==> config.mk <==
export PLATFORM = sky130hd
export DESIGN_NAME = vfd_scan
export DESIGN_NICKNAME = d
export VERILOG_FILES = /design/src/rtl/vfd_scan_pkg.sv /design/src/rtl/vfd_scan_seq.sv /design/src/rtl/vfd_scan_keys.sv /design/src/rtl/vfd_scan_drive.sv /design/src/rtl/vfd_scan.sv
export SDC_FILE = /design/constraint.sdc
export NUM_CORES = 1
export LEC_CHECK = 0
export ABC_AREA = 1
export BUFFER_PORTS_ARGS = -buffer_cell sky130_fd_sc_hd__buf_2
export CORE_ASPECT_RATIO = 1.2
export CORE_UTILIZATION = 62
export CTS_BUF_LIST = sky130_fd_sc_hd__clkbuf_8
export CTS_CLUSTER_DIAMETER = 40
export DETAILED_ROUTE_END_ITERATION = 6
export PLACE_DENSITY_LB_ADDON = 0.1
export SLEW_MARGIN = 10
export SYNTH_ARGS = -nofsm -noshare
export SYNTH_HDL_FRONTEND = slang
export SYNTH_SLANG_ARGS = --single-unit
==> constraint.sdc <==
create_clock -name clk -period 2.8 [get_ports clk]
set_input_delay 0.56 -clock clk [delete_from_list [all_inputs] [get_ports clk]]
set_output_delay 0.56 -clock clk [all_outputs]
set_load 0.005 [all_outputs]
==> src/rtl/vfd_scan_pkg.sv <==
package vfd_scan_pkg;
    localparam int SEG_LO   = 16;               // low segment / key-source lines
    localparam int SHARED   = 8;                // segment-or-grid lines
    localparam int GRID_FIX = 4;                // always-grid lines
    localparam int MAX_DIG  = GRID_FIX + SHARED;
    localparam int WORD_W   = SEG_LO + SHARED;
    localparam int CNT_W    = $clog2(SEG_LO);   // slot length equals key-source count
    localparam int DIG_W    = $clog2(MAX_DIG + 1);
    localparam int DIM_W    = 3;
    localparam int MODE_W   = 4;
    localparam int KMEM_W   = 2 * SEG_LO;

    typedef struct packed {
        logic             key;    // key-scan slot in progress
        logic [DIG_W-1:0] digit;  // current digit slot
        logic [DIG_W-1:0] ndig;   // digit count of this display cycle
        logic [CNT_W-1:0] cnt;    // tick within slot
    } seq_t;
endpackage

==> src/rtl/vfd_scan_seq.sv <==
module vfd_scan_seq
    import vfd_scan_pkg::*;
(
    input  logic              clk,
    input  logic              rst_n,
    input  logic              tick_i,
    input  logic [MODE_W-1:0] mode_i,
    output seq_t              seq_o,
    output logic              load_o,
    output logic [DIG_W-1:0]  addr_o
);
    seq_t seq_d, seq_q;
    logic last_tick, last_dig;
    logic [DIG_W-1:0] mode_dig;

    always_comb begin
        if (mode_i > MODE_W'(SHARED)) mode_dig = DIG_W'(MAX_DIG);
        else                          mode_dig = DIG_W'(mode_i) + DIG_W'(GRID_FIX);
        last_tick = (seq_q.cnt == CNT_W'(SEG_LO - 1));
        last_dig  = (seq_q.digit == seq_q.ndig - DIG_W'(1));
        seq_d = seq_q;
        if (tick_i) begin
            seq_d.cnt = last_tick ? '0 : seq_q.cnt + CNT_W'(1);
            if (last_tick) begin
                if (seq_q.key) begin
                    seq_d.key   = 1'b0;
                    seq_d.digit = '0;
                    seq_d.ndig  = mode_dig;
                end else if (last_dig) begin
                    seq_d.key   = 1'b1;
                    seq_d.digit = '0;
                end else begin
                    seq_d.digit = seq_q.digit + DIG_W'(1);
                end
            end
        end
    end

    assign load_o = tick_i && last_tick && (seq_q.key || !last_dig);
    assign addr_o = (seq_q.key || last_dig) ? '0 : seq_q.digit + DIG_W'(1);
    assign seq_o  = seq_q;

    always_ff @(posedge clk or negedge rst_n) begin
        if (!rst_n) seq_q <= '{key: 1'b1, digit: '0, ndig: DIG_W'(MAX_DIG), cnt: '0};
        else        seq_q <= seq_d;
    end

    // digit count only moves when a key-scan slot closes
    assert_mode_at_boundary_R9: assert property (@(posedge clk) disable iff (!rst_n)
        !$stable(seq_q.ndig) |-> $fell(seq_q.key));
    // digit index never reaches the latched count
    assert_digit_in_range_R1: assert property (@(posedge clk) disable iff (!rst_n)
        !seq_q.key |-> (seq_q.digit < seq_q.ndig));
    // held tick freezes the sequence
    assert_hold_without_tick_R11: assert property (@(posedge clk) disable iff (!rst_n)
        !tick_i |=> $stable(seq_q));
endmodule

==> src/rtl/vfd_scan_keys.sv <==
module vfd_scan_keys
    import vfd_scan_pkg::*;
(
    input  logic              clk,
    input  logic              rst_n,
    input  logic              tick_i,
    input  logic              key_slot_i,
    input  logic [CNT_W-1:0]  cnt_i,
    input  logic              key_a_i,
    input  logic              key_b_i,
    output logic [KMEM_W-1:0] kmem_o
);
    typedef struct packed {
        logic [KMEM_W-1:0] shadow;
        logic [KMEM_W-1:0] kmem;
    } kst_t;

    kst_t st_d, st_q;
    logic last_tick;

    always_comb begin
        last_tick = (cnt_i == CNT_W'(SEG_LO - 1));
        st_d = st_q;
        if (tick_i && key_slot_i) begin
            st_d.shadow[cnt_i]                = key_a_i;
            st_d.shadow[SEG_LO + int'(cnt_i)] = key_b_i;
            if (last_tick) st_d.kmem = st_d.shadow;
        end
    end

    assign kmem_o = st_q.kmem;

    always_ff @(posedge clk or negedge rst_n) begin
        if (!rst_n) st_q <= '0;
        else        st_q <= st_d;
    end

    // published key memory moves only at the close of a key-scan slot
    assert_kmem_update_window_R8: assert property (@(posedge clk) disable iff (!rst_n)
        !$stable(st_q.kmem) |-> $past(tick_i && key_slot_i && last_tick));
endmodule

==> src/rtl/vfd_scan_drive.sv <==
module vfd_scan_drive
    import vfd_scan_pkg::*;
(
    input  logic              clk,
    input  logic              rst_n,
    input  logic              load_i,
    input  logic [WORD_W-1:0] word_i,
    input  seq_t              seq_i,
    input  logic [DIM_W-1:0]  dim_i,
    input  logic              disp_on_i,
    output logic [SEG_LO-1:0] seg_o,
    output logic [SHARED-1:0] sgrid_o,
    output logic [GRID_FIX-1:0] grid_o
);
    logic [WORD_W-1:0] lat_d, lat_q;
    logic lit_win, active;

    always_comb begin
        lat_d   = load_i ? word_i : lat_q;
        lit_win = (seq_i.cnt < {dim_i, 1'b1});
        active  = disp_on_i && !seq_i.key && lit_win;
    end

    always_ff @(posedge clk or negedge rst_n) begin
        if (!rst_n) lat_q <= '0;
        else        lat_q <= lat_d;
    end

    assign seg_o = seq_i.key ? (SEG_LO'(1) << seq_i.cnt)
                             : (active ? lat_q[SEG_LO-1:0] : '0);

    for (genvar j = 0; j < SHARED; j++) begin : g_shared
        localparam int GRID_IDX = MAX_DIG - 1 - j;
        assign sgrid_o[j] = (seq_i.ndig > DIG_W'(GRID_IDX))
                          ? (active && (seq_i.digit == DIG_W'(GRID_IDX)))
                          : (active && lat_q[SEG_LO + j]);
    end

    for (genvar g = 0; g < GRID_FIX; g++) begin : g_grid
        assign grid_o[g] = active && (seq_i.digit == DIG_W'(g));
    end

    assert_fixed_grid_slot_R3: assert property (@(posedge clk) disable iff (!rst_n)
        (!seq_i.key && seq_i.digit >= DIG_W'(GRID_FIX)) |-> (grid_o == '0));
    assert_keyslot_drive_R7: assert property (@(posedge clk) disable iff (!rst_n)
        seq_i.key |-> (grid_o == '0 && sgrid_o == '0 && $countones(seg_o) == 1));
    assert_display_off_R6: assert property (@(posedge clk) disable iff (!rst_n)
        (!disp_on_i && !seq_i.key) |-> (seg_o == '0 && sgrid_o == '0 && grid_o == '0));
    assert_dim_blank_R5: assert property (@(posedge clk) disable iff (!rst_n)
        (!seq_i.key && seq_i.cnt >= {dim_i, 1'b1}) |-> (seg_o == '0 && sgrid_o == '0 && grid_o == '0));
endmodule

==> src/rtl/vfd_scan.sv <==
module vfd_scan
    import vfd_scan_pkg::*;
(
    input  logic               clk,
    input  logic               rst_n,
    input  logic               tick_i,
    input  logic [MODE_W-1:0]  mode_i,
    input  logic [DIM_W-1:0]   dim_i,
    input  logic               disp_on_i,
    input  logic [WORD_W-1:0]  mem_rdata_i,
    input  logic               key_a_i,
    input  logic               key_b_i,
    output logic [SEG_LO-1:0]  seg_o,
    output logic [SHARED-1:0]  sgrid_o,
    output logic [GRID_FIX-1:0] grid_o,
    output logic [DIG_W-1:0]   mem_addr_o,
    output logic [KMEM_W-1:0]  key_mem_o
);
    seq_t seq;
    logic load;

    vfd_scan_seq u_seq (
        .clk    (clk),
        .rst_n  (rst_n),
        .tick_i (tick_i),
        .mode_i (mode_i),
        .seq_o  (seq),
        .load_o (load),
        .addr_o (mem_addr_o)
    );

    vfd_scan_drive u_drive (
        .clk       (clk),
        .rst_n     (rst_n),
        .load_i    (load),
        .word_i    (mem_rdata_i),
        .seq_i     (seq),
        .dim_i     (dim_i),
        .disp_on_i (disp_on_i),
        .seg_o     (seg_o),
        .sgrid_o   (sgrid_o),
        .grid_o    (grid_o)
    );

    vfd_scan_keys u_keys (
        .clk        (clk),
        .rst_n      (rst_n),
        .tick_i     (tick_i),
        .key_slot_i (seq.key),
        .cnt_i      (seq.cnt),
        .key_a_i    (key_a_i),
        .key_b_i    (key_b_i),
        .kmem_o     (key_mem_o)
    );
endmodule

==> summary.md <==
The flow ran to the end, but the final reports show violations. The checks that failed: design-rule violations. In the layout the commonest cells are 159 x nand2_1, 99 x buf_2, 95 x dfrtp_1. At the later pin of the worst-skew pair, clock insertion delay measures 0.37 ns. Mean routed wirelength per cell: 14.9 um. The core region is 7840 um^2. Entering global routing, the biggest net connects 63 pins. The count of distinct cell types in the synthesized netlist came out at 29. The die extent in y was 102 um; the initial core utilization was 65.3%. The logs give 2 for the buffer depth of the longest clock path and 8620 um^2 for the total die area. The finished cells cover 5610 um^2.

Adding up every negative setup slack in the final design gives 0 ns. The initialized floorplan defines 35 standard-cell rows. For the total placed instance area, the log shows 5380 um^2.

The smallest hold slack is 0.152 ns, and the length of the first detailed-routing pass in iterations is 7. Detailed routing inserted a total of 4417 vias. Initial antenna violation count: 0. The worst hold path class was in -> async. The worst setup path is captured at a primary output.

The tools report the area taken by flip-flops and latches as 2480 um^2. Pin placement for this block handled 101 I/O pins. The run gives 630 as the number of instances in the synthesized netlist.

Setup repair after global routing left no endpoint under its margin. The number of global-route vias before repair was 4213; the pin slew with the least headroom to its limit was 0.854 ns. The clock root buffer was clkbuf_8.

The count of buffers from port buffering came out at 100. In this run the number of cells on the critical path is 7. Yosys printed 0 warnings. The synthesized netlist occupies a cell area of 5120 um^2. The tools report the data arrival time of the critical path as 2.09 ns. The final setup violation count was 0.

Power spread over the standard cell area amounts to 679 nW/um^2. The run gives 0.150 ns as the post-layout worst setup margin. The clock-pin slew on the worst setup and hold paths was 0.10 ns. The mean cell area of the mapped netlist was 8.12 um^2; the layout-stage area growth over the synthesis result was 9.61%. On the worst path, the slowest cell contributes a delay of 0.51 ns. The slowest cell on the critical path is dfrtp_2. The die boundary width works out to 84.9 um. Before CTS, the worst setup slack after placement is 0.366 ns. For this block, the routed nets add up to 11700 um of wire. The number of clock sinks was 99.

The endpoint identified for the worst register-to-register timing path is u_keys.kmem_o[5]. For this run, design rule violations remaining after detail routing come to 8. Of the available clock period, the critical path in the final layout requires 94.6%.

The nature of the critical path startpoint was a flop. The antenna cell count came out at 0. The tools report the count of hold-fix buffers inserted at cts as 0.

The run gives 0.51 ns as the register-to-register path setup slack. In the final layout, the share of cells above drive strength 1 is 20.2%. The tools report the total global-route track usage as 29.4%. After filler insertion, the fill cell instance count of the layout stands at 642. In the final layout, the multi-input gates occupy 2040 um^2.

The run gives 0 as the number of hold violations in the final report. The total overflow left after global routing is 0. For the net count of the mapped netlist, the log shows 683. Type of the worst setup path: reg -> out. The clock period could shrink to 2.65 ns. Max-cap violations in this run came to 0.

The data required time of the critical path came out at 2.24 ns. Of all nets on the critical path, the largest fanout is 28. The run gives 0.0145 ns as the worst clock skew. Sequential elements use 48.5% of the synthesized area.

The final HPWL from detailed placement is 8420 um, and the number of DRC markers in iteration 0 is 314. The tools report the max-slew violation count as 0. The run gives 3 as the number of levels in the clock H-tree. After synthesis the netlist holds a flip-flop and latch count of 99.

After the last flow step, the layout net total stands at 740. The detail route stage leaves a number of antenna-violating nets equal to 0. The total CTS buffers was 9; the maximum achievable frequency was 0.377 GHz. In this run the critical register-to-register path is launched from u_seq.seq_o[0]. The most common library cell in the layout ignoring fill and taps is nand2_1. At the end of routability-driven placement, the weighted congestion stood at 0.856. Across the VDD grid, the largest voltage drop is 0.000492 V. In this run the static leakage power is 2.95 nW.

TritonCTS built the clock tree. The critical path contains buffers and inverters numbering 2 combined. The top cell family by delay on the critical path was flip-flops. The first global-routing pass estimated 19600 um of wire. The signal on the critical path passes through ha_1, a21oi_1, o21a_1, nand3_1, buf_4, nor3_1, buf_2.

The number of cell instances on the worst register-to-register path is 7, and the detail-routed via count per cell is 5.63. Worst slew margin relative to its limit: 43.0%.
-- layout make-up --
class,instances,share of cell area [%]
clock buffers,9,2.21
clock inverters,7,1.87
inverters,52,3.48
multi-input cells,419,36.4
flip-flops and latches,99,44.2
well taps,92,2.05
repair buffers,106,9.77
-- where the power goes --
group	internal [mW]	total [mW]	switching (mW)
Sequential	1.62	1.80	0.177
Combinational	0.348	0.965	0.617
Clock	0.517	1.05	0.528
-- sequential cells by signal (all words and copies together), names as in the netlist --
register       flops
u_keys.kmem_o     32
u_seq.seq_o       13
u_drive.lat_q     24
u_keys.st_q       30
-- cell usage after synthesis --
library cell | instances | area share (%)
nor3_1 | 7 | 0.68
buf_1 | 2 | 0.15
buf_4 | 33 | 4.8
nand2_1 | 159 | 12
inv_1 | 47 | 3.4
ha_1 | 16 | 3.9
buf_6 | 5 | 1.1
nor2_4 | 1 | 0.22
a21boi_0 | 1 | 0.15
nand3_4 | 1 | 0.34
or2_2 | 1 | 0.12
a21oi_1 | 36 | 3.5
nand2_4 | 1 | 0.22
o22ai_1 | 17 | 2.1
nor2_2 | 2 | 0.24
nand2_2 | 2 | 0.24
inv_2 | 5 | 0.37
a31oi_1 | 1 | 0.12
dfstp_2 | 3 | 1.5
clkbuf_1 | 8 | 0.59
buf_2 | 12 | 1.2
xor2_1 | 3 | 0.51
nand3_1 | 39 | 3.8
nand4_1 | 5 | 0.61
o21ai_1 | 6 | 0.59
nor2_1 | 43 | 3.2
dfrtp_1 | 96 | 47
o21a_1 | 1 | 0.15
o21ai_0 | 77 | 7.5
-- logic make-up after synthesis --
group	count (synthesis)	share of synthesized area (%)
fa+ha+maj	16	3.91
flops	99	48.5
compound gates	139	14.1
xor+xnor	3	0.513
buf+inv	112	11.7
simple gates	261	21.3
-- worst register-to-register path: stages (launching register included) --
cell and delay [ns]:
dfrtp_1 0.45, ha_1 0.31, inv_1 0.08, nor2_2 0.14
inv_1 0.08, nor2_2 0.34, inv_2 0.44, o21ai_0 0.37
-- layer usage --
layer,global-route usage [%],vias up,wire (um)
li1,-,2130,-
met1,37.7,2103,4870
met2,48.7,159,5850
met3,4.65,25,665
met4,15.6,0,327
met5,0,-,0
-- what timing repair did --
item                                    in CTS  in global routing
hold endpoints to repair                     0                  0
gates resized for setup                      0                  2
buffers inserted                             0                  0
endpoints found under the setup margin       0                 26
-- how the worst max path moves through the flow --
| stage | from | endpoint | slack, ns |
|---|---|---|---|
| final | u_seq.seq_o[3] | grid_o[2] | 0.15 |
| after global routing | u_seq.seq_o[3] | grid_o[2] | 0.02 |
| after CTS | u_seq.seq_o[3] | grid_o[2] | 0.05 |
| after detailed placement | dim_i[2] | grid_o[2] | 0.37 |
| after global placement | dim_i[2] | grid_o[1] | 0.44 |
| after floorplan | dim_i[2] | sgrid_o[5] | 0.55 |
-- per-stage QoR --
stage,std cells,util (%),power (mW)
floorplan,630,-,2.42
finish,784,71.6,3.81
CTS,784,71.6,3.81
global route,784,71.6,4.02
global placement,768,68.6,2.73
detailed placement,768,68.6,2.78
Note: power is estimated with default switching activity, not from simulation.
